===== config.mk =====
export PLATFORM = sky130hd
export DESIGN_NAME = crc4_mf_aligner
export DESIGN_NICKNAME = d
export VERILOG_FILES = /design/src/rtl/crc4mf_pkg.sv /design/src/rtl/mfas_detect.sv /design/src/rtl/iw_timer.sv /design/src/rtl/ebit_gen.sv /design/src/rtl/crc4_mf_aligner.sv
export SDC_FILE = /design/constraint.sdc
export NUM_CORES = 1
export LEC_CHECK = 0
export BUFFER_PORTS_ARGS = -buffer_cell sky130_fd_sc_hd__buf_2
export CAP_MARGIN = 10
export CORE_ASPECT_RATIO = 0.7
export CORE_MARGIN = 2
export CORE_UTILIZATION = 42
export DETAILED_ROUTE_END_ITERATION = 12
export SYNTH_ARGS = -nofsm -noshare
export SYNTH_HDL_FRONTEND = slang
export SYNTH_SLANG_ARGS = --single-unit

===== constraint.sdc =====
create_clock -name clk -period 2.1 [get_ports clk]
set_input_delay 0.105 -clock clk [delete_from_list [all_inputs] [get_ports clk]]
set_output_delay 0.105 -clock clk [all_outputs]
set_load 0.05 [all_outputs]

===== src/rtl/crc4mf_pkg.sv =====
package crc4mf_pkg;

  typedef enum logic [1:0] {
    ST_HUNT    = 2'd0,
    ST_CONFIRM = 2'd1,
    ST_SYNC    = 2'd2,
    ST_NONCRC  = 2'd3
  } mfa_state_e;

  localparam int unsigned MFAS_LEN    = 6;
  localparam logic [MFAS_LEN-1:0] MFAS_WORD = 6'b001011;
  localparam int unsigned NFAS_PER_MF = 8;
  localparam int unsigned MF_FRAMES   = 16;
  localparam int unsigned IDX_W       = $clog2(MF_FRAMES);
  localparam logic [IDX_W-1:0] WORD_END_FRAME = 4'd11;
  localparam int unsigned NSMF        = 2;
  localparam int unsigned SMF_W       = $clog2(NSMF);

endpackage


===== src/rtl/mfas_detect.sv =====
module mfas_detect #(
  parameter int unsigned WLEN = 6,
  parameter logic [WLEN-1:0] WORD = 6'b001011
) (
  input  logic clk,
  input  logic rst_n,
  input  logic clr,
  input  logic nfas_stb,
  input  logic si_bit,
  output logic word_hit
);
  localparam int unsigned FW = $clog2(WLEN);
  localparam logic [FW-1:0] FULL = FW'(WLEN - 1);

  logic [WLEN-2:0] hist_q, hist_d;
  logic [FW-1:0]   fill_q, fill_d;

  always_comb begin
    hist_d = hist_q;
    fill_d = fill_q;
    if (clr) begin
      hist_d = '0;
      fill_d = '0;
    end else if (nfas_stb) begin
      hist_d = {hist_q[WLEN-3:0], si_bit};
      if (fill_q != FULL) fill_d = fill_q + 1'b1;
    end
  end

  always_ff @(posedge clk or negedge rst_n) begin
    if (!rst_n) begin
      hist_q <= '0;
      fill_q <= '0;
    end else begin
      hist_q <= hist_d;
      fill_q <= fill_d;
    end
  end

  assign word_hit = nfas_stb && !clr && (fill_q == FULL) && ({hist_q, si_bit} == WORD);


  fill_clr_chk: assert property (@(posedge clk) disable iff (!rst_n)
    clr |=> (fill_q == '0));

endmodule


===== src/rtl/iw_timer.sv =====
module iw_timer #(
  parameter int unsigned LIMIT = 3200
) (
  input  logic clk,
  input  logic rst_n,
  input  logic clr,
  input  logic tick,
  output logic expire_now
);
  localparam int unsigned CW = (LIMIT > 2) ? $clog2(LIMIT) : 1;
  localparam logic [CW-1:0] LAST = CW'(LIMIT - 1);

  logic [CW-1:0] cnt_q, cnt_d;

  always_comb begin
    cnt_d = cnt_q;
    if (clr)                        cnt_d = '0;
    else if (tick && cnt_q != LAST) cnt_d = cnt_q + 1'b1;
  end

  always_ff @(posedge clk or negedge rst_n) begin
    if (!rst_n) cnt_q <= '0;
    else        cnt_q <= cnt_d;
  end

  assign expire_now = tick && !clr && (cnt_q == LAST);


  tmr_clr_chk: assert property (@(posedge clk) disable iff (!rst_n)
    clr |=> (cnt_q == '0));


  tmr_sat_chk: assert property (@(posedge clk) disable iff (!rst_n)
    (cnt_q == LAST && !clr) |=> (cnt_q == LAST));

endmodule


===== src/rtl/ebit_gen.sv =====
module ebit_gen
  import crc4mf_pkg::*;
(
  input  logic             clk,
  input  logic             rst_n,
  input  logic             in_sync,
  input  logic             noncrc,
  input  logic             hold_zero,
  input  logic             chk_vld,
  input  logic             chk_bad,
  input  logic [SMF_W-1:0] chk_smf,
  output logic [NSMF-1:0]  tx_ebit
);
  logic [NSMF-1:0] e_q, e_d;

  for (genvar i = 0; i < NSMF; i++) begin : g_ebit
    assign e_d[i] = !in_sync ? 1'b1 :
                    (chk_vld && (chk_smf == SMF_W'(i))) ? ~chk_bad : e_q[i];
  end

  always_ff @(posedge clk or negedge rst_n) begin
    if (!rst_n) e_q <= '1;
    else        e_q <= e_d;
  end

  always_comb begin
    if (noncrc)         tx_ebit = '0;
    else if (in_sync)   tx_ebit = e_q;
    else if (hold_zero) tx_ebit = '0;
    else                tx_ebit = '1;
  end


  ebit_change_chk: assert property (@(posedge clk) disable iff (!rst_n)
    (in_sync && $past(in_sync) && !$stable(e_q)) |-> $past(chk_vld));

endmodule


===== src/rtl/crc4_mf_aligner.sv =====
module crc4_mf_aligner
  import crc4mf_pkg::*;
#(
  parameter int unsigned TIMEOUT_FRAMES = 3200
) (
  input  logic       clk,
  input  logic       rst_n,
  input  logic       frm_stb,
  input  logic [3:0] frm_idx,
  input  logic       si_bit,
  input  logic       basic_aligned,
  input  logic       autoint_n,
  input  logic       ebit_hold,
  input  logic       chk_vld,
  input  logic       chk_bad,
  input  logic       chk_smf,
  output logic       crc_sync_n,
  output logic       far_noncrc,
  output logic       rx_crc_en,
  output logic       prim_hold,
  output logic [3:0] mf_phase,
  output logic [1:0] tx_ebit
);
  localparam int unsigned NFW = $clog2(NFAS_PER_MF);
  localparam logic [NFW-1:0] NF_LAST = NFW'(NFAS_PER_MF - 1);

  mfa_state_e     st_q, st_d;
  logic [NFW-1:0] nf_q, nf_d;
  logic [3:0]     ph_q, ph_d;

  logic clr, nfas_stb, word_hit, tmo_now, confirm_slot, fallback;

  assign clr      = !basic_aligned;
  assign nfas_stb = frm_stb && basic_aligned && frm_idx[0];

  mfas_detect #(
    .WLEN (MFAS_LEN),
    .WORD (MFAS_WORD)
  ) u_detect (
    .clk      (clk),
    .rst_n    (rst_n),
    .clr      (clr),
    .nfas_stb (nfas_stb),
    .si_bit   (si_bit),
    .word_hit (word_hit)
  );

  iw_timer #(
    .LIMIT (TIMEOUT_FRAMES)
  ) u_timer (
    .clk        (clk),
    .rst_n      (rst_n),
    .clr        (clr),
    .tick       (frm_stb),
    .expire_now (tmo_now)
  );

  assign confirm_slot = nfas_stb && (nf_q == NF_LAST);
  assign fallback     = tmo_now && !autoint_n;

  always_comb begin
    st_d = st_q;
    nf_d = nf_q;
    ph_d = ph_q;
    if (!basic_aligned) begin
      st_d = ST_HUNT;
      nf_d = '0;
    end else if (frm_stb) begin
      case (st_q)
        ST_HUNT: begin
          if (fallback) begin
            st_d = ST_NONCRC;
          end else if (word_hit) begin
            st_d = ST_CONFIRM;
            nf_d = '0;
          end
        end
        ST_CONFIRM: begin
          if (confirm_slot && word_hit) begin
            st_d = ST_SYNC;
            ph_d = frm_idx - WORD_END_FRAME;
          end else if (fallback) begin
            st_d = ST_NONCRC;
          end else if (confirm_slot) begin
            st_d = ST_HUNT;
          end else if (nfas_stb) begin
            nf_d = nf_q + 1'b1;
          end
        end
        default: st_d = st_q;
      endcase
    end
  end

  always_ff @(posedge clk or negedge rst_n) begin
    if (!rst_n) begin
      st_q <= ST_HUNT;
      nf_q <= '0;
      ph_q <= '0;
    end else begin
      st_q <= st_d;
      nf_q <= nf_d;
      ph_q <= ph_d;
    end
  end

  ebit_gen u_ebit (
    .clk       (clk),
    .rst_n     (rst_n),
    .in_sync   (st_q == ST_SYNC),
    .noncrc    (st_q == ST_NONCRC),
    .hold_zero (ebit_hold),
    .chk_vld   (chk_vld),
    .chk_bad   (chk_bad),
    .chk_smf   (chk_smf),
    .tx_ebit   (tx_ebit)
  );

  assign crc_sync_n = (st_q != ST_SYNC);
  assign rx_crc_en  = (st_q == ST_SYNC);
  assign far_noncrc = (st_q == ST_NONCRC);
  assign prim_hold  = basic_aligned && (st_q == ST_HUNT || st_q == ST_CONFIRM);
  assign mf_phase   = ph_q;


  sync_entry_chk: assert property (@(posedge clk) disable iff (!rst_n)
    (st_q == ST_SYNC && $past(st_q) != ST_SYNC) |-> $past(word_hit && st_q == ST_CONFIRM));


  noncrc_entry_chk: assert property (@(posedge clk) disable iff (!rst_n)
    (st_q == ST_NONCRC && $past(st_q) != ST_NONCRC) |-> $past(!autoint_n && tmo_now));


  realign_clr_chk: assert property (@(posedge clk) disable iff (!rst_n)
    !basic_aligned |=> (st_q == ST_HUNT));


  phase_hold_chk: assert property (@(posedge clk) disable iff (!rst_n)
    (st_q == ST_SYNC && $past(st_q) == ST_SYNC) |-> $stable(ph_q));

endmodule


==> summary.md, run 1 <==
| Metric | Value |
|---|---|
| Commonest non-fill, non-tap cell in the layout | `dfrtp_1` |
| Die area | `0.004673 mm^2` |
| Clk sinks | `31` |
| Area Overhead vs Synth | `17.72%` |
| Period utilisation layout | `98.95%` |
| Share of layout cells above drive strength 1 | `between 20% and 30%` |
| Worst-Margin Slew | `slightly below 0.7 ns` |
| Die H | `57.80 um` |
| Final Hold Vio Count | `0` |
| Vias | `approximately 1500` |
| Final WS setup | `about 0.022 ns` |
| Dominant synthesized flop cell | `dfrtp_1` |
| Final Cell Area | `0.002044 mm^2` |
| I/O pins | `24` |
| # rows | `19` |
| DIE WIDTH | `just over 80 um` |
| Cell Area, Synth | `0.001737 mm^2` |
| Routed Antenna Nets | `0` |
| Post-synth EDFFs | `0` |
| Sequential cell area fraction in the yosys report | `between 40 and 50%` |
| Synth Net Count | `~210` |
| First-pass DRT Iterations | `6` |
| 1st-iter DRT viols | `just over 70` |
| Core area | `0.003946 mm^2` |
| Hold WS | `0.01837 ns` |
| DRC errors left | `0` |
| GR Util All Layers | `between 10% and 20%` |
| Crit path arrival time | `2.25 ns` |
| Initial core utilization | `44.01%` |
| Max_cap viols | `0` |
| Worst-skew pair later-pin latency | `0.28 ns` |
| Clock Pin Slew Worst Setup and Hold Paths | `0.06 ns` |
| Buffers on Ports | `23` |
| Yosys Warn Count | `0` |
| Via/cell ratio | `approximately 5.6` |
| Max FO, Critical Path | `6` |
| Post-route minimum period | `between 2 and 2.5 ns` |
| Dpl cells | `260` |
| Drt wl/cell | `approximately 14 um` |
| Leak | `0.9551 nW` |
| Inserted Diodes | `0` |
| Setup CP Type | `reg2reg` |
| Clock Skew | `just over 0.003 ns` |
| Cell count after synthesis | `roughly 190` |
| Gr ovfl total | `0` |
| Antenna violations before repair | `0` |
| RSZ-0062 raised after global routing | `yes` |
| PD cells | `about 650 mW/mm^2` |
| Dpl cell area | `slightly below 0.002 mm^2` |
| Final net count | `approximately 240` |
| Worst path required time | `2.27 ns` |
| Hold Path Class | `in2reg` |
| Root Buffer | `clkbuf_8` |
| # setup viols final | `0` |
| Place WS | `roughly 0.034 ns` |
| Routed WL | `between 3000 and 4000 um` |
| Vias in the first global route | `1414` |
| CTS tree | `built` |
| Fin util | `between 50% and 60%` |
| Post-detail-place hpwl | `about 2800 um` |
| Fin. max-slew vios | `0` |
| Distinct cell type count after synthesis | `between 40 and 50` |
| Status | `complete, no violations` |
| Layout Cells excl Fill | `269` |
| First-pass GRT wire length | `6658 um` |
| Fmax achieved | `between 0.4 and 0.5 GHz` |
| Worst vdd ir | `about 0.38 mV` |
| CTS max path bufs | `2` |
| Most frequent cells in the layout | `dfrtp_1 (29), nand2_1 (27), buf_2 (23), a21oi_1 (14), nand3_1 (12)` |
| Largest net degree at the start of global routing | `32` |
| CP startpoint kind | `flop` |
| CP endpoint kind | `flop` |
| Avg Cell Area, Syn | `around 9.3 um^2` |
| Synth async-reset ratio | `100.0%` |
| Slew headroom | `between 50% and 60%` |
| Seq cells post-synth | `31` |
| Routability cong. | `~0.85` |
| H-tree depth | `2` |
| CTS Buf Count | `5` |
-- layout make-up --
| cell class | instances | area [um^2] |
|---|---|---|
| Timing Repair Buffer | 30 | 170.2 |
| Inverter | 6 | 22.52 |
| Multi-Input combinational cell | 142 | 908.4 |
| Fill cell | 371 | 1902 |
| Clock buffer | 8 | 100.1 |
| Sequential cell | 31 | 778.2 |
| Tap cell | 52 | 65.06 |
-- through the flow --
step / total power (W) / TNS [ns]
6_report: 0.001319 / 0
5_1_grt: 0.001388 / -0.03336
4_1_cts: 0.001334 / 0
3_5_place_dp: 0.0008099 / 0
3_3_place_gp: 0.0008035 / 0
2_1_floorplan: 0.0007477 / 0
-- cell families (layout without fill, tap and decap cells) --
group	after synthesis	count (layout)	share of synthesized area [%]
simple gates	86	86	27.45
compound gates	40	40	14.55
flops	31	31	44.81
buf+inv	14	44	3.097
fa+ha+maj	6	6	4.323
xor+xnor	5	5	2.522
mux	5	5	3.242
-- final timing paths --
kind | end | cells after the start | slack, ns | startpoint
setup / recovery | nf_q[0]$_DFFE_PN0P_ | 4 | 0.02 | u_detect.hist_q[1]$_DFFE_PN0P_
hold / removal | u_ebit.e_q[0]$_DFFE_PN1P_ | 2 | 0.02 | chk_bad
setup reg to reg | nf_q[0]$_DFFE_PN0P_ | 4 | 0.02 | u_detect.hist_q[1]$_DFFE_PN0P_
hold reg to reg | mf_phase[0]$_DFFE_PN0P_ | 1 | 0.48 | mf_phase[0]$_DFFE_PN0P_
max in group asynchronous | mf_phase[1]$_DFFE_PN0P_ | 2 | 1.25 | rst_n
min in group asynchronous | u_timer.cnt_q[3]$_DFFE_PN0P_ | 2 | 0.40 | rst_n
-- Yosys cell counts, types with 3 or more instances --
| master | n | area (um^2) |
|---|---|---|
| clkbuf_1 | 6 | 22.52 |
| o211ai_1 | 3 | 22.52 |
| or3_1 | 4 | 25.02 |
| or4_1 | 3 | 22.52 |
| a21oi_1 | 14 | 70.07 |
| nand2_1 | 27 | 101.4 |
| nand4_1 | 3 | 18.77 |
| and2_1 | 3 | 18.77 |
| nand4b_1 | 4 | 35.03 |
| nand2b_1 | 7 | 43.79 |
| dfrtp_1 | 29 | 725.7 |
| o41ai_1 | 3 | 26.28 |
| o21ai_0 | 10 | 50.05 |
| xor2_1 | 3 | 26.28 |
| mux2i_1 | 3 | 30.03 |
| and3_1 | 5 | 31.28 |
| nand3_1 | 12 | 60.06 |
| inv_1 | 6 | 22.52 |
| ha_1 | 6 | 75.07 |
| nor2_1 | 5 | 18.77 |
-- repair_timing --
action                                  CTS  global route
endpoints found under the setup margin    0             2
hold buffers                              1             0
buffers inserted                          0             0
resized for setup                         0             1
endpoints found under the hold margin    29             0
-- per-layer routing --
layer | up-vias | track usage [%] | routed length (um)
li1 | 740 | - | -
met1 | 714 | 27.76 | 1941
met2 | 37 | 26.56 | 1671
met3 | 8 | 4.673 | 215
met4 | 0 | 7.264 | 63
met5 | - | 0 | 0
-- worst max-delay path, stage by stage, from the launching register on --
cell,delay (ns)
dfrtp_1,0.39
or4b_4,0.59
or3_1,0.37
a221o_1,0.36
mux2_4,0.26
-- report_power, final --
part	internal [W]	switching, W
Combinational	0.0000582	0.000112
Clock	0.000299	0.000219
Sequential	0.000612	0.0000182
-- registers in the layout, summed over array words and instances, names as in the netlist --
register and cells:
mf_phase 4, nf_q 3, st_q 2, u_detect.fill_q 3
u_detect.hist_q 5, u_ebit.e_q 2, u_timer.cnt_q 12
Power figures use the tool's default switching activity.
==> run 2: changes to the inputs <==
--- a/config.mk
+++ b/config.mk
@@ -11,6 +11,8 @@
 export CORE_MARGIN = 2
 export CORE_UTILIZATION = 42
 export DETAILED_ROUTE_END_ITERATION = 12
+export SKIP_LAST_GASP = 1
 export SYNTH_ARGS = -nofsm -noshare
 export SYNTH_HDL_FRONTEND = slang
+export SYNTH_HIERARCHICAL = 1
 export SYNTH_SLANG_ARGS = --single-unit
==> run 2 against run 1 <==
  * The run now ends with negative setup slack left
  * Final cell count rose by 2.2%
  * Largest power group unchanged
  * Critical path type unchanged
  * Critical path depth rose by 3
  * Utilization rose by 6.0 points
  * Die area is 2.6% higher
  * Clock skew increased by 0.0024 ns
  * Highest routed layer unchanged
==> summary.md, run 2 <==
| Metric | Value |
|---|---|
| 1st-iter DRT viols | `86 (+19%)` |
| Crit path max-delay family | `simple AND/OR/NAND/NOR gates` |
| Worst hold path cell count | `3 (+1)` |
| Final WS setup | `-0.2685 ns (-0.2904 ns)` |
| First-pass DRT Iterations | `4 (-2)` |
| Combinational fraction of design power | `16.0% (+3.1 points)` |
| GR Util met3 | `3.834% (-0.84 points)` |
| Routed WL | `4171 um (+7.2%)` |
| GR peak layer | `met2` |
| Setup TNS Final | `-1.295 ns (-1.295 ns)` |
| Routability cong. | `0.8496 (about the same)` |
| RR Endpoint | `nf_q[2]$_DFFE_PN0P_` |
| Routed Antenna Nets | `0 (unchanged)` |
| Die H | `58.55 um (+1.3%)` |
| Fin. max-slew vios | `0 (unchanged)` |
| Cell Area, Synth | `0.001785 mm^2 (+2.8%)` |
| GR Util All Layers | `19.59% (+0.80 points)` |
| Max FO, Critical Path | `5 (-1)` |
| Final net count | `242 (+2.5%)` |
| Final Hold Vio Count | `0 (unchanged)` |
| Max_cap viols | `0 (unchanged)` |
| Hold Startpoint | `chk_bad` |
| Met2 Use GR | `29.27% (+2.7 points)` |
| Distinct cell type count after synthesis | `55 (+25%)` |
| Worst path slowest cell | `or4_4` |
| Vias in the first global route | `1435 (+1.5%)` |
| H-tree depth | `2 (unchanged)` |
| Inserted Diodes | `0 (unchanged)` |
| Leak | `1.098 nW (+15%)` |
| Seq cells post-synth | `31 (unchanged)` |
| I/O pins | `24 (unchanged)` |
| Hold Path Class | `in2reg` |
| Avg Cell Area, Syn | `10.63 um^2 (+14%)` |
| Synth Net Count | `188 (-9.2%)` |
| Worst-path cell chain | `nand4bb_4, or4_4, nor3b_2, nor2b_4, nor4b_2, o22ai_2, mux2_2` |
| Initial core utilization | `44.71% (+0.70 points)` |
| CP startpoint kind | `flop` |
| Hold EP | `u_ebit/e_q[0]$_DFFE_PN1P_` |
| # rows | `19 (unchanged)` |
| Root Buffer | `clkbuf_8` |
| Buf+Inv Stages, Crit Path | `0 (unchanged)` |
| Switching Power | `0.0003688 W (+5.5%)` |
| Core area | `0.003994 mm^2 (+1.2%)` |
| Clock Skew | `0.005534 ns (+0.002426 ns)` |
| Status | `finished, violations left` |
| Reg-to-reg critical path startpoint | `u_timer/cnt_q[8]$_DFFE_PN0P_` |
| Die area | `0.004797 mm^2 (+2.6%)` |
| Clk sinks | `31 (unchanged)` |
| Crit path arrival time | `2.54 ns (+0.29 ns)` |
| Share of layout cells above drive strength 1 | `43.05% (+21 points)` |
| Area Overhead vs Synth | `29.29%` |
| Worst path required time | `2.27 ns (about the same)` |
| Final Cell Area | `0.002308 mm^2 (+13%)` |
| Drt wl/cell | `15.17 um (+4.9%)` |
| PD cells | `606.9 mW/mm^2 (-5.9%)` |
| Synth async-reset ratio | `100.0% (unchanged)` |
| Cell count after synthesis | `168 (-10%)` |
| Commonest non-fill, non-tap cell in the layout | `dfrtp_1` |
| RSZ-0062 raised after global routing | `yes` |
| Dominant synthesized flop cell | `dfrtp_1` |
| Via/cell ratio | `5.313 (-4.7%)` |
| Met1 global-route usage | `27.67% (-0.081 points)` |
| Max reg flops | `12 (unchanged)` |
| Internal power | `0.001032 W (+6.5%)` |
| Slew headroom | `52.07% (-1.7 points)` |
| CTS max path bufs | `2 (unchanged)` |
| Reg2Reg Setup Slack | `-0.27 ns (-0.29 ns)` |
| Worst-Margin Slew | `0.7190 ns (+0.02580 ns)` |
| Switching share of power | `26.32% (-0.18 points)` |
| Flop pwr share | `47.1% (-0.7 points)` |
| Period utilisation layout | `112.8% (+14 points)` |
| Place WS | `-0.2766 ns (-0.3105 ns)` |
| Dpl cell area | `0.002143 mm^2 (+11%)` |
| Max stage delay on crit path | `0.53 ns (-0.06 ns)` |
| Clock share of power | `36.9% (-2.4 points)` |
| Post-route minimum period | `2.368 ns (+0.2904 ns)` |
| Post-detail-place hpwl | `2990 um (+8.4%)` |
| Worst Reg-to-Reg Cells | `7 (+3)` |
| Most frequent cells in the layout | `dfrtp_1 (29), buf_4 (28), buf_2 (23), nor2_1 (17), a21oi_1 (8)` |
| First-pass GRT wire length | `6969 um (+4.7%)` |
| Leading area contributor after synthesis | `dfrtp_1` |
| CP endpoint kind | `flop` |
| Largest net degree at the start of global routing | `32 (unchanged)` |
| Vias | `1461 (-2.5%)` |
| Worst-skew pair later-pin latency | `0.28 ns (about the same)` |
| Gr ovfl total | `0 (unchanged)` |
| Biggest register | `u_timer/cnt_q` |
| Commonest cells in the netlist | `dfrtp_1 (29), nor2_1 (17), a21oi_1 (11)` |
| Failing checks | `negative setup slack` |
| Most frequent cell after synthesis | `dfrtp_1` |
| Synth area leaders | `dfrtp_1 (41%), mux2_2 (5.7%), ha_1 (4.2%), nor2_1 (3.6%), mux2i_1 (3.4%)` |
| Buffers on Ports | `23 (unchanged)` |
| DIE WIDTH | `81.93 um (+1.3%)` |
| DRC errors left | `0 (unchanged)` |
| Fmax achieved | `0.4222 GHz (-12%)` |
| # setup viols final | `5 (+5)` |
| Antenna violations before repair | `0 (unchanged)` |
| CTS Buf Count | `5 (unchanged)` |
| Area share of the largest cell type after synthesis | `40.64% (-1.1 points)` |
| Clock Pin Slew Worst Setup and Hold Paths | `0.06 ns (about the same)` |
| CTS tree | `built` |
| Post-synth EDFFs | `0 (unchanged)` |
| Setup CP Type | `reg2reg` |
| Sequential cell area fraction in the yosys report | `43.59% (-1.2 points)` |
| Worst vdd ir | `0.3515 mV (-8.1%)` |
| Yosys Warn Count | `6 (+6)` |
## run 2: cell types whose count changed after synthesis, sizes merged, moves of 4 or more
cell | previous run | this run
nor2b | 1 | 6
nand2 | 27 | 5
nand2b | 7 | 2
clkbuf | 6 | 2
nand3 | 12 | 4
o21ai | 10 | 6
nor2 | 5 | 17
mux2 | 2 | 11
## run 2: cells by family (layout without fill, tap and decap cells)
family / Yosys count / in the layout / share of synthesized area (%)
fa+ha+maj: 6 / 6 / 4.205
mux: 17 / 17 / 10.72
buf+inv: 10 / 65 / 3.013
simple gates: 72 / 72 / 25.37
xor+xnor: 4 / 4 / 1.963
flops: 31 / 31 / 43.59
compound gates: 28 / 28 / 11.14
## run 2: per-stage QoR
stage	util, %	hold WS, ns	cells	power, W
2_1_floorplan	-	-0.1906	168	0.0007954
3_3_place_gp	53.67	0.1873	262	0.0008579
3_5_place_dp	53.67	0.1941	262	0.0008707
4_1_cts	57.17	0.09424	273	0.001403
5_1_grt	57.80	0.1003	275	0.001469
6_report	57.80	0.1009	275	0.001401
## run 2: tightest hold or removal path: stages
cell      delay (ns)
buf_2           0.08
or3b_1          0.11
o211ai_2        0.08
## run 2: timing repair
action / in CTS / in global routing
endpoints found under the setup margin: 5 / 8
buffers inserted: 2 / 2
endpoints found under the hold margin: 29 / 0
hold buffers: 1 / 0
resized for setup: 3 / 2
pin swaps: 4 / 2
## run 2: routing by layer
metal / wire (um) / vias up
met2: 1855 / 27
met1: 2098 / 712
met3: 152 / 4
met5: 0 / -
met4: 65 / 0
li1: - / 718
## run 2: how the worst max path moves through the flow
stage | from | endpoint | slack, ns | depth (start not counted)
after CTS | u_timer/cnt_q[8]$_DFFE_PN0P_ | nf_q[2]$_DFFE_PN0P_ | -0.21 | 7
after global placement | u_timer/cnt_q[1]$_DFFE_PN0P_ | nf_q[0]$_DFFE_PN0P_ | -0.19 | 8
after global routing | u_timer/cnt_q[8]$_DFFE_PN0P_ | nf_q[0]$_DFFE_PN0P_ | -0.33 | 7
after floorplan | u_timer/cnt_q[0]$_DFFE_PN0P_ | st_q[0]$_DFFE_PN0P_ | -0.30 | 9
final | u_timer/cnt_q[8]$_DFFE_PN0P_ | nf_q[2]$_DFFE_PN0P_ | -0.27 | 7
after detailed placement | u_timer/cnt_q[1]$_DFFE_PN0P_ | st_q[1]$_DFFE_PN0P_ | -0.28 | 8
## run 2: layout make-up
class,count,area [um^2]
Fill cell,355,1685
Tap cell,52,65.06
Clock buffer,8,100.1
Timing Repair Buffer,52,335.3
Sequential cell,31,778.2
Inverter,5,18.77
Multi-Input combinational cell,127,1011
## run 2: power groups by stage
stage / Sequential (W) / Clock, W / Combinational (W)
3_3_place_gp: 0.000663 / 0 / 0.000195
4_1_cts: 0.000658 / 0.000530 / 0.000215
3_5_place_dp: 0.000667 / 0 / 0.000204
5_1_grt: 0.000663 / 0.000561 / 0.000245
6_report: 0.000660 / 0.000517 / 0.000224
2_1_floorplan: 0.000657 / 0 / 0.000138
==> run 3: changes to the inputs <==
--- a/config.mk
+++ b/config.mk
@@ -9,7 +9,7 @@
 export CAP_MARGIN = 10
 export CORE_ASPECT_RATIO = 0.7
 export CORE_MARGIN = 2
-export CORE_UTILIZATION = 42
+export CORE_UTILIZATION = 38
 export DETAILED_ROUTE_END_ITERATION = 12
 export SKIP_LAST_GASP = 1
 export SYNTH_ARGS = -nofsm -noshare
==> run 3 against run 2 <==
  * The run still ends with negative setup slack left
  * Count of clock-buffer cells in the layout fell by 2
  * Highest routed layer unchanged
  * Clock power rose by 17%
  * Via count decreased by 0.34%
  * Critical endpoint unchanged
  * Clock skew down 0.0029 ns
  * Utilization is 5.9 points lower
  * Total power increased by 5.3%
  * Combinational power is 4% lower
  * Global-route usage decreased by 2.4 points
  * Largest power group unchanged
  * Non-clock buffer count down 3
  * First-iteration DRC count decreased by 7.0%
  * Sequential power barely moved
  * Flip-flop and latch count did not move
==> summary.md, run 3 (synthesis gave the netlist of run 2 again) <==
| Metric | Value |
|---|---|
| Reg-to-reg critical path startpoint | `u_timer/cnt_q[9]$_DFFE_PN0P_` |
| Post-route minimum period | `2.271 ns (-0.09797 ns)` |
| DIE WIDTH | `85.93 um (+4.9%)` |
| Largest net degree at the start of global routing | `32 (unchanged)` |
| Final WS setup | `-0.1705 ns (+0.09797 ns)` |
| Fin. max-slew vios | `0 (unchanged)` |
| Biggest register | `u_timer/cnt_q` |
| Routed Antenna Nets | `0 (unchanged)` |
| Hold Startpoint | `si_bit` |
| PD cells | `641.6 mW/mm^2 (+5.7%)` |
| First-pass DRT Iterations | `4 (unchanged)` |
| Layout Cells excl Fill | `275 (unchanged)` |
| Crit path from | `u_timer/cnt_q[9]$_DFFE_PN0P_` |
| Clk sinks | `31 (unchanged)` |
| Setup TNS Final | `-0.8378 ns (+0.4575 ns)` |
| RSZ-0062 raised after global routing | `yes` |
| CTS tree | `built` |
| CTS Buf Count | `5 (unchanged)` |
| Share of layout cells above drive strength 1 | `41.82% (-1.2 points)` |
| Max FO, Critical Path | `4 (-1)` |
| Worst-skew pair later-pin latency | `0.28 ns (about the same)` |
| Place WS | `-0.2552 ns (+0.02147 ns)` |
| GR Util All Layers | `17.15% (-2.4 points)` |
| First-pass GRT wire length | `6886 um (-1.2%)` |
| I/O pins | `24 (unchanged)` |
| # setup viols final | `5 (unchanged)` |
| Hold Path Class | `in2reg` |
| Failing checks | `negative setup slack` |
| DRC errors left | `0 (unchanged)` |
| Vias | `1456 (-0.34%)` |
| CTS max path bufs | `2 (unchanged)` |
| Via/cell ratio | `5.295 (-0.34%)` |
| Hold WS | `0.1029 ns (+0.001991 ns)` |
| Vias in the first global route | `1464 (+2.0%)` |
| Clock Skew | `0.002617 ns (-0.002917 ns)` |
| Final Hold Vio Count | `0 (unchanged)` |
| Final net count | `239 (-1.2%)` |
| Die H | `61.35 um (+4.8%)` |
| Worst Reg-to-Reg Cells | `7 (unchanged)` |
| Antenna violations before repair | `0 (unchanged)` |
| Root Buffer | `clkbuf_8` |
| Dpl cell area | `0.002132 mm^2 (-0.53%)` |
| Status | `finished, violations left` |
| Area Overhead vs Synth | `28.80%` |
| Worst vdd ir | `0.2629 mV (-25%)` |
| Gr ovfl total | `0 (unchanged)` |
| Final Cell Area | `0.002300 mm^2 (-0.38%)` |
| Initial core utilization | `40.31% (-4.4 points)` |
| Dpl cells | `263 (+0.38%)` |
| CP startpoint kind | `flop` |
| Clock Pin Slew Worst Setup and Hold Paths | `0.06 ns (about the same)` |
| Inserted Diodes | `0 (unchanged)` |
| Leak | `1.092 nW (-0.57%)` |
| Post-detail-place hpwl | `2954 um (-1.2%)` |
| Routability cong. | `0.7806 (-8.1%)` |
| Setup CP Type | `reg2reg` |
| Fmax achieved | `0.4404 GHz (+4.3%)` |
| Max reg flops | `12 (unchanged)` |
| Core area | `0.004429 mm^2 (+11%)` |
| Most frequent cells in the layout | `dfrtp_1 (29), buf_4 (25), buf_2 (23), nor2_1 (17), a21oi_1 (9)` |
| Buffers on Ports | `23 (unchanged)` |
| # rows | `20 (+1)` |
| Drt wl/cell | `14.34 um (-5.5%)` |
| Worst path required time | `2.26 ns (about the same)` |
| Period utilisation layout | `108.1% (-4.7 points)` |
| Routed WL | `3943 um (-5.5%)` |
| Worst hold path cell count | `3 (unchanged)` |
| Worst-Margin Slew | `0.7033 ns (-0.01570 ns)` |
| Max_cap viols | `0 (unchanged)` |
| Commonest non-fill, non-tap cell in the layout | `dfrtp_1` |
| CP endpoint kind | `flop` |
| H-tree depth | `2 (unchanged)` |
| Crit path arrival time | `2.43 ns (-0.11 ns)` |
| Slew headroom | `53.11% (+1.0 points)` |
| 1st-iter DRT viols | `80 (-7.0%)` |
| Die area | `0.005272 mm^2 (+9.9%)` |
-- run 3: power by group --
group / switching, W / leakage, nW / total [W] / internal, W
logic: 0.000108 / 0.608 / 0.000214 / 0.000106
registers: 0.0000338 / 0.422 / 0.000657 / 0.000624
clock network: 0.000220 / 0.0612 / 0.000604 / 0.000384
total: 0.000362 / 1.09 / 0.00148 / 0.00111
-- run 3: final timing paths --
| kind | slack [ns] | endpoint |
|---|---|---|
| min | 0.10 | u_detect/hist_q[0]$_DFFE_PN0P_ |
| min in group asynchronous | 0.42 | u_detect/fill_q[0]$_DFFE_PN0P_ |
| min reg2reg | 0.50 | mf_phase[1]$_DFFE_PN0P_ |
| max reg2reg | -0.17 | nf_q[2]$_DFFE_PN0P_ |
| max | -0.17 | nf_q[2]$_DFFE_PN0P_ |
| max in group asynchronous | 1.22 | st_q[0]$_DFFE_PN0P_ |
-- run 3: repair_timing --
item / CTS / global route
hold buffers: 1 / 0
endpoints found under the hold margin: 29 / 0
setup endpoints to repair: 5 / 8
setup buffers: 2 / 1
resized for setup: 2 / 2
pin swaps: 6 / 1
-- run 3: area by class of cell --
cell class	count	area, um^2
Multi-Input combinational cell	127	1003
Inverter	5	18.77
Timing Repair Buffer	49	312.8
Clock buffer	6	82.58
Sequential cell	31	778.2
Tap cell	55	68.82
Fill cell	406	2130
Clock inverter	2	35.03
-- run 3: worst max-delay path, stage by stage (launching register included) --
cell       delay, ns
dfrtp_1         0.38
nand4bb_4       0.23
or4_4           0.53
nor3b_2         0.16
nor2b_4         0.19
nor4b_2         0.07
o22ai_2         0.27
mux2_4          0.33
-- run 3: per-layer routing --
metal  vias up  GRT usage, %  part of all wire, %
met5         -             0                    0
met1       719         22.90                   48
li1        711             -                    -
met4         0         5.442                 0.79
met2        22         28.13                   47
met3         4         4.155                  4.2
-- run 3: metrics by stage --
| stage | power [W] | utilization [%] |
|---|---|---|
| floorplan | 0.0007954 | - |
| global route | 0.001548 | 51.92 |
| CTS | 0.001493 | 51.53 |
| finish | 0.001476 | 51.92 |
| detailed placement | 0.0008714 | 48.14 |
| global placement | 0.0008554 | 48.14 |
